<file path="src/rtl/victim_buf_pkg.sv">
package victim_buf_pkg;
  typedef enum logic [1:0] {
    INS_NONE,
    INS_MERGE,
    INS_SWAP,
    INS_FIFO
  } ins_kind_e;
endpackage

</file>
<file path="src/rtl/vb_match.sv">
module vb_match #(
  parameter int ADDR_W  = 26,
  parameter int ENTRIES = 4
) (
  input  logic [ENTRIES-1:0]             valid_i,
  input  logic [ENTRIES-1:0][ADDR_W-1:0] tags_i,
  input  logic [ADDR_W-1:0]              addr_i,
  output logic [ENTRIES-1:0]             hit_o
);
  for (genvar g = 0; g < ENTRIES; g++) begin : g_cmp
    assign hit_o[g] = valid_i[g] && (tags_i[g] == addr_i);
  end
endmodule

</file>
<file path="src/rtl/vb_pick.sv">
module vb_pick #(
  parameter int ENTRIES = 4,
  parameter int IDX_W   = 2
) (
  input  logic [ENTRIES-1:0] vec_i,
  output logic               any_o,
  output logic [IDX_W-1:0]   idx_o
);
  always_comb begin
    any_o = |vec_i;
    idx_o = '0;
    for (int i = ENTRIES - 1; i >= 0; i--) begin
      if (vec_i[i]) idx_o = IDX_W'(i);
    end
  end
endmodule

</file>
<file path="src/rtl/vb_store.sv">
module vb_store #(
  parameter int ADDR_W  = 26,
  parameter int DATA_W  = 64,
  parameter int ENTRIES = 4,
  parameter int IDX_W   = 2
) (
  input  logic                           clk_i,
  input  logic                           rst_ni,
  input  logic                           wr_en_i,
  input  logic [IDX_W-1:0]               wr_idx_i,
  input  logic [ADDR_W-1:0]              wr_addr_i,
  input  logic [DATA_W-1:0]              wr_data_i,
  input  logic                           wr_dirty_i,
  input  logic                           clr_en_i,
  input  logic [IDX_W-1:0]               clr_idx_i,
  output logic [ENTRIES-1:0]             valid_o,
  output logic [ENTRIES-1:0]             dirty_o,
  output logic [ENTRIES-1:0][ADDR_W-1:0] tag_o,
  output logic [ENTRIES-1:0][DATA_W-1:0] data_o
);
  for (genvar g = 0; g < ENTRIES; g++) begin : g_ent
    logic wr_here, clr_here;
    assign wr_here  = wr_en_i && (wr_idx_i == IDX_W'(g));
    assign clr_here = clr_en_i && (clr_idx_i == IDX_W'(g));

    always_ff @(posedge clk_i or negedge rst_ni) begin
      if (!rst_ni) begin
        valid_o[g] <= 1'b0;
        dirty_o[g] <= 1'b0;
        tag_o[g]   <= '0;
        data_o[g]  <= '0;
      end else if (wr_here) begin
        valid_o[g] <= 1'b1;
        dirty_o[g] <= wr_dirty_i;
        tag_o[g]   <= wr_addr_i;
        data_o[g]  <= wr_data_i;
      end else if (clr_here) begin
        valid_o[g] <= 1'b0;
        dirty_o[g] <= 1'b0;
      end
    end
  end
endmodule

</file>
<file path="src/rtl/victim_buf.sv">
module victim_buf
  import victim_buf_pkg::*;
#(
  parameter int ADDR_W  = 26,
  parameter int DATA_W  = 64,
  parameter int ENTRIES = 4
) (
  input  logic              clk_i,
  input  logic              rst_ni,
  input  logic              req_valid_i,
  input  logic [ADDR_W-1:0] req_addr_i,
  input  logic              evict_valid_i,
  input  logic [ADDR_W-1:0] evict_addr_i,
  input  logic [DATA_W-1:0] evict_data_i,
  input  logic              evict_dirty_i,
  output logic              rsp_valid_o,
  output logic              rsp_hit_o,
  output logic [DATA_W-1:0] rsp_data_o,
  output logic              rsp_dirty_o,
  output logic              miss_valid_o,
  output logic [ADDR_W-1:0] miss_addr_o,
  output logic              wb_valid_o,
  output logic [ADDR_W-1:0] wb_addr_o,
  output logic [DATA_W-1:0] wb_data_o
);
  localparam int IDX_W = (ENTRIES > 1) ? $clog2(ENTRIES) : 1;
  localparam logic [IDX_W-1:0] LAST = IDX_W'(ENTRIES - 1);

  logic [ENTRIES-1:0]             ent_valid, ent_dirty;
  logic [ENTRIES-1:0][ADDR_W-1:0] ent_tag;
  logic [ENTRIES-1:0][DATA_W-1:0] ent_data;

  logic [ENTRIES-1:0] req_match, ev_match;
  logic               hit_any, dup_any;
  logic [IDX_W-1:0]   hit_idx, dup_idx;

  logic [IDX_W-1:0] ptr_q;
  ins_kind_e        kind;
  logic             lookup_hit, wr_en, wr_dirty, clr_en, wb_fire;
  logic [IDX_W-1:0] wr_idx;

  vb_match #(.ADDR_W(ADDR_W), .ENTRIES(ENTRIES)) u_req_match (
    .valid_i(ent_valid), .tags_i(ent_tag), .addr_i(req_addr_i), .hit_o(req_match)
  );
  vb_match #(.ADDR_W(ADDR_W), .ENTRIES(ENTRIES)) u_ev_match (
    .valid_i(ent_valid), .tags_i(ent_tag), .addr_i(evict_addr_i), .hit_o(ev_match)
  );
  vb_pick #(.ENTRIES(ENTRIES), .IDX_W(IDX_W)) u_hit_pick (
    .vec_i(req_match), .any_o(hit_any), .idx_o(hit_idx)
  );
  vb_pick #(.ENTRIES(ENTRIES), .IDX_W(IDX_W)) u_dup_pick (
    .vec_i(ev_match), .any_o(dup_any), .idx_o(dup_idx)
  );

  // Insertion policy: merge with a stored copy, else swap into hit slot, else FIFO slot
  always_comb begin
    lookup_hit = req_valid_i && hit_any;
    kind       = INS_NONE;
    if (evict_valid_i) begin
      if (dup_any)         kind = INS_MERGE;
      else if (lookup_hit) kind = INS_SWAP;
      else                 kind = INS_FIFO;
    end
    wr_en = (kind != INS_NONE);
    unique case (kind)
      INS_MERGE: wr_idx = dup_idx;
      INS_SWAP:  wr_idx = hit_idx;
      default:   wr_idx = ptr_q;
    endcase
    wr_dirty = evict_dirty_i || ((kind == INS_MERGE) && ent_dirty[dup_idx]);
    clr_en   = lookup_hit && !(wr_en && (wr_idx == hit_idx));
    wb_fire  = (kind == INS_FIFO) && ent_valid[ptr_q] && ent_dirty[ptr_q];
  end

  vb_store #(.ADDR_W(ADDR_W), .DATA_W(DATA_W), .ENTRIES(ENTRIES), .IDX_W(IDX_W)) u_store (
    .clk_i     (clk_i),
    .rst_ni    (rst_ni),
    .wr_en_i   (wr_en),
    .wr_idx_i  (wr_idx),
    .wr_addr_i (evict_addr_i),
    .wr_data_i (evict_data_i),
    .wr_dirty_i(wr_dirty),
    .clr_en_i  (clr_en),
    .clr_idx_i (hit_idx),
    .valid_o   (ent_valid),
    .dirty_o   (ent_dirty),
    .tag_o     (ent_tag),
    .data_o    (ent_data)
  );

  always_ff @(posedge clk_i or negedge rst_ni) begin
    if (!rst_ni) begin
      ptr_q <= '0;
    end else if (kind == INS_FIFO) begin
      ptr_q <= (ptr_q == LAST) ? '0 : ptr_q + 1'b1;
    end
  end

  always_ff @(posedge clk_i or negedge rst_ni) begin
    if (!rst_ni) begin
      rsp_valid_o  <= 1'b0;
      rsp_hit_o    <= 1'b0;
      rsp_data_o   <= '0;
      rsp_dirty_o  <= 1'b0;
      miss_valid_o <= 1'b0;
      miss_addr_o  <= '0;
      wb_valid_o   <= 1'b0;
      wb_addr_o    <= '0;
      wb_data_o    <= '0;
    end else begin
      rsp_valid_o  <= req_valid_i;
      rsp_hit_o    <= lookup_hit;
      rsp_data_o   <= lookup_hit ? ent_data[hit_idx] : '0;
      rsp_dirty_o  <= lookup_hit && ent_dirty[hit_idx];
      miss_valid_o <= req_valid_i && !hit_any;
      if (req_valid_i) miss_addr_o <= req_addr_i;
      wb_valid_o   <= wb_fire;
      if (wb_fire) begin
        wb_addr_o <= ent_tag[ptr_q];
        wb_data_o <= ent_data[ptr_q];
      end
    end
  end
endmodule

</file>
<file path="config.mk">
export PLATFORM = sky130hd
export DESIGN_NAME = victim_buf
export DESIGN_NICKNAME = d
export VERILOG_FILES = /design/src/rtl/victim_buf_pkg.sv /design/src/rtl/vb_match.sv /design/src/rtl/vb_pick.sv /design/src/rtl/vb_store.sv /design/src/rtl/victim_buf.sv
export SDC_FILE = /design/constraint.sdc
export NUM_CORES = 1
export LEC_CHECK = 0
export ABC_AREA = 1
export CORE_UTILIZATION = 35
export DETAILED_ROUTE_END_ITERATION = 8
export MAX_ROUTING_LAYER = met4
export PLACE_DENSITY = 0.53
export RECOVER_POWER = 25
export SLEW_MARGIN = 20
export SYNTH_ARGS = -nofsm -noshare
export SYNTH_HDL_FRONTEND = slang
export SYNTH_HIERARCHICAL = 1
export SYNTH_SLANG_ARGS = --single-unit
</file>
<file path="constraint.sdc">
create_clock -name clk_i -period 3.5 [get_ports clk_i]
set_input_delay 0.35 -clock clk_i [delete_from_list [all_inputs] [get_ports clk_i]]
set_output_delay 0.35 -clock clk_i [all_outputs]
set_load 0.1 [all_outputs]
</file>
==> results.yml <==
cts:
  post_cts_buffers: 0
  cts_buffer_depth: 3
  clk_latency_ns: 0.62
  cts_tree: "done"
  ctsResizeCount: 0
  numCtsBuffers: 67
  clkTransAtPathRegs_ns: 0.06
  htreeDepth: 3
  cts_sinks: 555
  cts-root-buf: "clkbuf_16"
routing:
  vias: 26440
  ant_nets: 0
  first_iter_violations: 2143
  drt_pre_antenna_iters: 5
  drc: 0
  postRouteWirelength_mm: 102.0
  routed_via_density: 4.919
  routedWlPerCell_um: 18.97
setup_path:
  crit_family: "simple AND/OR/NAND/NOR gates"
  startpoint: "u_store/tag_o[30]$_DFFE_PN0P_"
  worst-path-buf-inv: 6
  cp-end-kind: "flop"
  max_stage_delay_ns: 0.46
  crit_slowest_cell: "dfrtp_1"
  path_cells: "xnor2_1, buf_4, nand2_1, nor2_1, nand3_1, nor2_2, inv_2, nand4_1, nand2_4, inv_1, nand2_1, nand3_1, o211ai_1, buf_4, inv_2, nand3_4, buf_12, nand2_1, o21ai_0"
  start_kind: "flop"
  worstPathArrival_ns: 3.71
  critPathMaxFanout: 38
  cp.required_ns: 3.97
  r2r-start: "u_store/tag_o[30]$_DFFE_PN0P_"
  critPathMostFrequentCell: "nand2_1"
  critPathKind: "flop to flop"
timing:
  post-route-period-util_pct: 92.50
  period_needed_ns: 3.238
  rsz0062_at_grt: "false"
  max_slew_margin_pct: -45.27
  hold_violations: 0
  finalSetupViolCount: 0
  fmax_mhz: 308.9
  setup_ws_ns: 0.2624
  fin_worst_skew_ns: 0.02278
  holdWs_ns: 0.3618
  final-max-slew-violation-count: 162
  worst_pin_slew_ns: 2.179
placement:
  place_ws_ns: -0.2790
  port_buffers: 305
  gp_congestion: 1.001
  dp_hpwl_mm: 69.34
  dp_cells: 5251
final_layout:
  syn_to_final_growth_pct: 26.53
  finalNonFillerCells: 5375
  layout.nets: 4383
  drive_above_1_share_pct: 8.463
synth:
  syn_area_mm2: 0.02843
  synth-edff-count: 0
  avgSynthCellArea_um2: 7.259
  ys_seq_area_share_pct: 48.84
  synth_nets: 4039
  ys_warn_count: 6
  async_flop_share_pct: 100.0
  netlist_instances: 3917
  ys.flop_type: "dfrtp_1"
  synthDistinctLibCells: 29
  ys_ff_latch: 555
grt:
  grt_max_degree: 215
  grt_overflow: 0
  antenna_found_initial: 2
  grt_pass1_wl_mm: 157.3
  grt_pass1_vias: 25360
  grt_use_total_pct: 25.58
pwr:
  leakage_uw: 0.01759
  power_uw: 32940
  power.density_mw_per_mm2: 915.5
  ir_worst_vdd_mv: 0.7222
die:
  die_area_mm2: 0.08238
  rows: 104
  start_util_pct: 35.36
  ios: 306
  die_w_um: 287.0
  core-area_mm2: 0.08042
  fp.dieH_um: 287.0
run_status:
  violations: "max-capacitance violations, max-slew violations"
  status: "complete, but fails checks"
job:
  drv_cap: 4
hold_path:
  hp-class: "input port to async pin"
## report_power, final
group	internal [uW]	switching, uW	leakage [uW]
clock network	4440	2930	0.00115
registers	8860	2390	0.00704
logic	4460	9850	0.00941
## routing by layer
| layer | share of wire [%] | track usage [%] |
|---|---|---|
| met5 | 0 | - |
| met4 | 2.2 | 6.184 |
| met3 | 5.1 | 3.278 |
| met2 | 46 | 39.66 |
| met1 | 47 | 35.41 |
## what timing repair did
action	CTS	global route
endpoints found under the setup margin	0	0
hold buffers	1	0
hold endpoints to repair	68	0
## registers in the layout (all words and copies together) (netlist names), 2 cells and up
signal,flops
miss_addr_o,26
u_store/tag_o,104
u_store/dirty_o,4
u_store/valid_o,4
wb_addr_o,26
ptr_q,2
rsp_data_o,64
u_store/data_o,256
wb_data_o,64
## area by class of cell
cell class,instances,area [um2]
Timing Repair Buffer,491,4970
Tap cell,1060,1326
Inverter,411,1550
Clock inverter,30,437.9
Antenna cell,2,5.005
Multi-Input combinational cell,2735,11890
Clock buffer,91,1897
Sequential cell,555,13900
Fill cell,8255,44440
## cells in the mapped netlist (23+ instances only)
cell / instances / area [um2]
nand2_1: 1313 / 4928
o21ai_0: 678 / 3393
o21ai_1: 63 / 315.3
xnor2_1: 28 / 245.2
a21oi_1: 196 / 980.9
dfrtp_1: 555 / 13890
nor2_1: 368 / 1381
inv_1: 353 / 1325
o22ai_1: 27 / 168.9
buf_4: 43 / 322.8
buf_2: 55 / 275.3
inv_2: 52 / 195.2
nand3_1: 23 / 115.1
clkbuf_1: 87 / 326.6
## cells in the final DEF, fill, tap and decap left out, types with 43 or more instances in the layout
master / n
inv_2: 54
clkbuf_16: 67
o21ai_0: 678
buf_4: 131
a21oi_1: 196
nor2_1: 368
nand2_1: 1312
inv_1: 350
o21ai_1: 63
clkdlybuf4s50_1: 304
buf_12: 43
dfrtp_1: 553
## metrics by stage
step	util (%)	area, um2	TNS, ns
2_1_floorplan	-	28430	0
5_1_grt	44.74	35980	0
3_5_place_dp	41.92	33710	-81.24
6_report	44.74	35980	0
3_3_place_gp	41.92	33710	-69.15
4_1_cts	44.84	36060	0
## logic make-up after synthesis
logic type               Yosys count  synth area share, %
AND/OR/NAND/NOR                 1724                23.07
XOR/XNOR                          36                1.109
adder cells (fa/ha/maj)            1              0.04400
buffers and inverters            627                9.562
AO/OA/AOI/OAI                    974                17.37
flip-flops                       555                48.84
## final timing paths
| kind | to | cells after the start | slack (ns) |
|---|---|---|---|
| setup / recovery | u_store/tag_o[27]$_DFFE_PN0P_ | 19 | 0.26 |
| hold / removal | miss_addr_o[8]$_DFFE_PN0P_ | 2 | 0.36 |
| setup reg to reg | u_store/tag_o[27]$_DFFE_PN0P_ | 19 | 0.26 |
| hold reg to reg | miss_addr_o[2]$_DFFE_PN0P_ | 2 | 0.47 |
| max in group asynchronous | rsp_data_o[38]$_DFF_PN0_ | 3 | 0.53 |
| min in group clk_i | u_store/data_o[157]$_DFFE_PN0P_ | 3 | 0.37 |
## worst reg2reg max path, stage by stage (launching register included)
cell and delay [ns]:
dfrtp_1 0.46, xnor2_1 0.24, buf_4 0.17, nand2_1 0.04, nor2_1 0.19, nand3_1 0.14
nor2_2 0.19, inv_2 0.06, nand4_1 0.16, nand2_4 0.07, inv_1 0.08, nand2_1 0.13
nand3_1 0.13, o211ai_1 0.11, buf_4 0.18, inv_2 0.11, nand3_4 0.21, buf_12 0.25
nand2_1 0.11, o21ai_0 0.08
No activity file was read; power rests on OpenSTA's default activity.
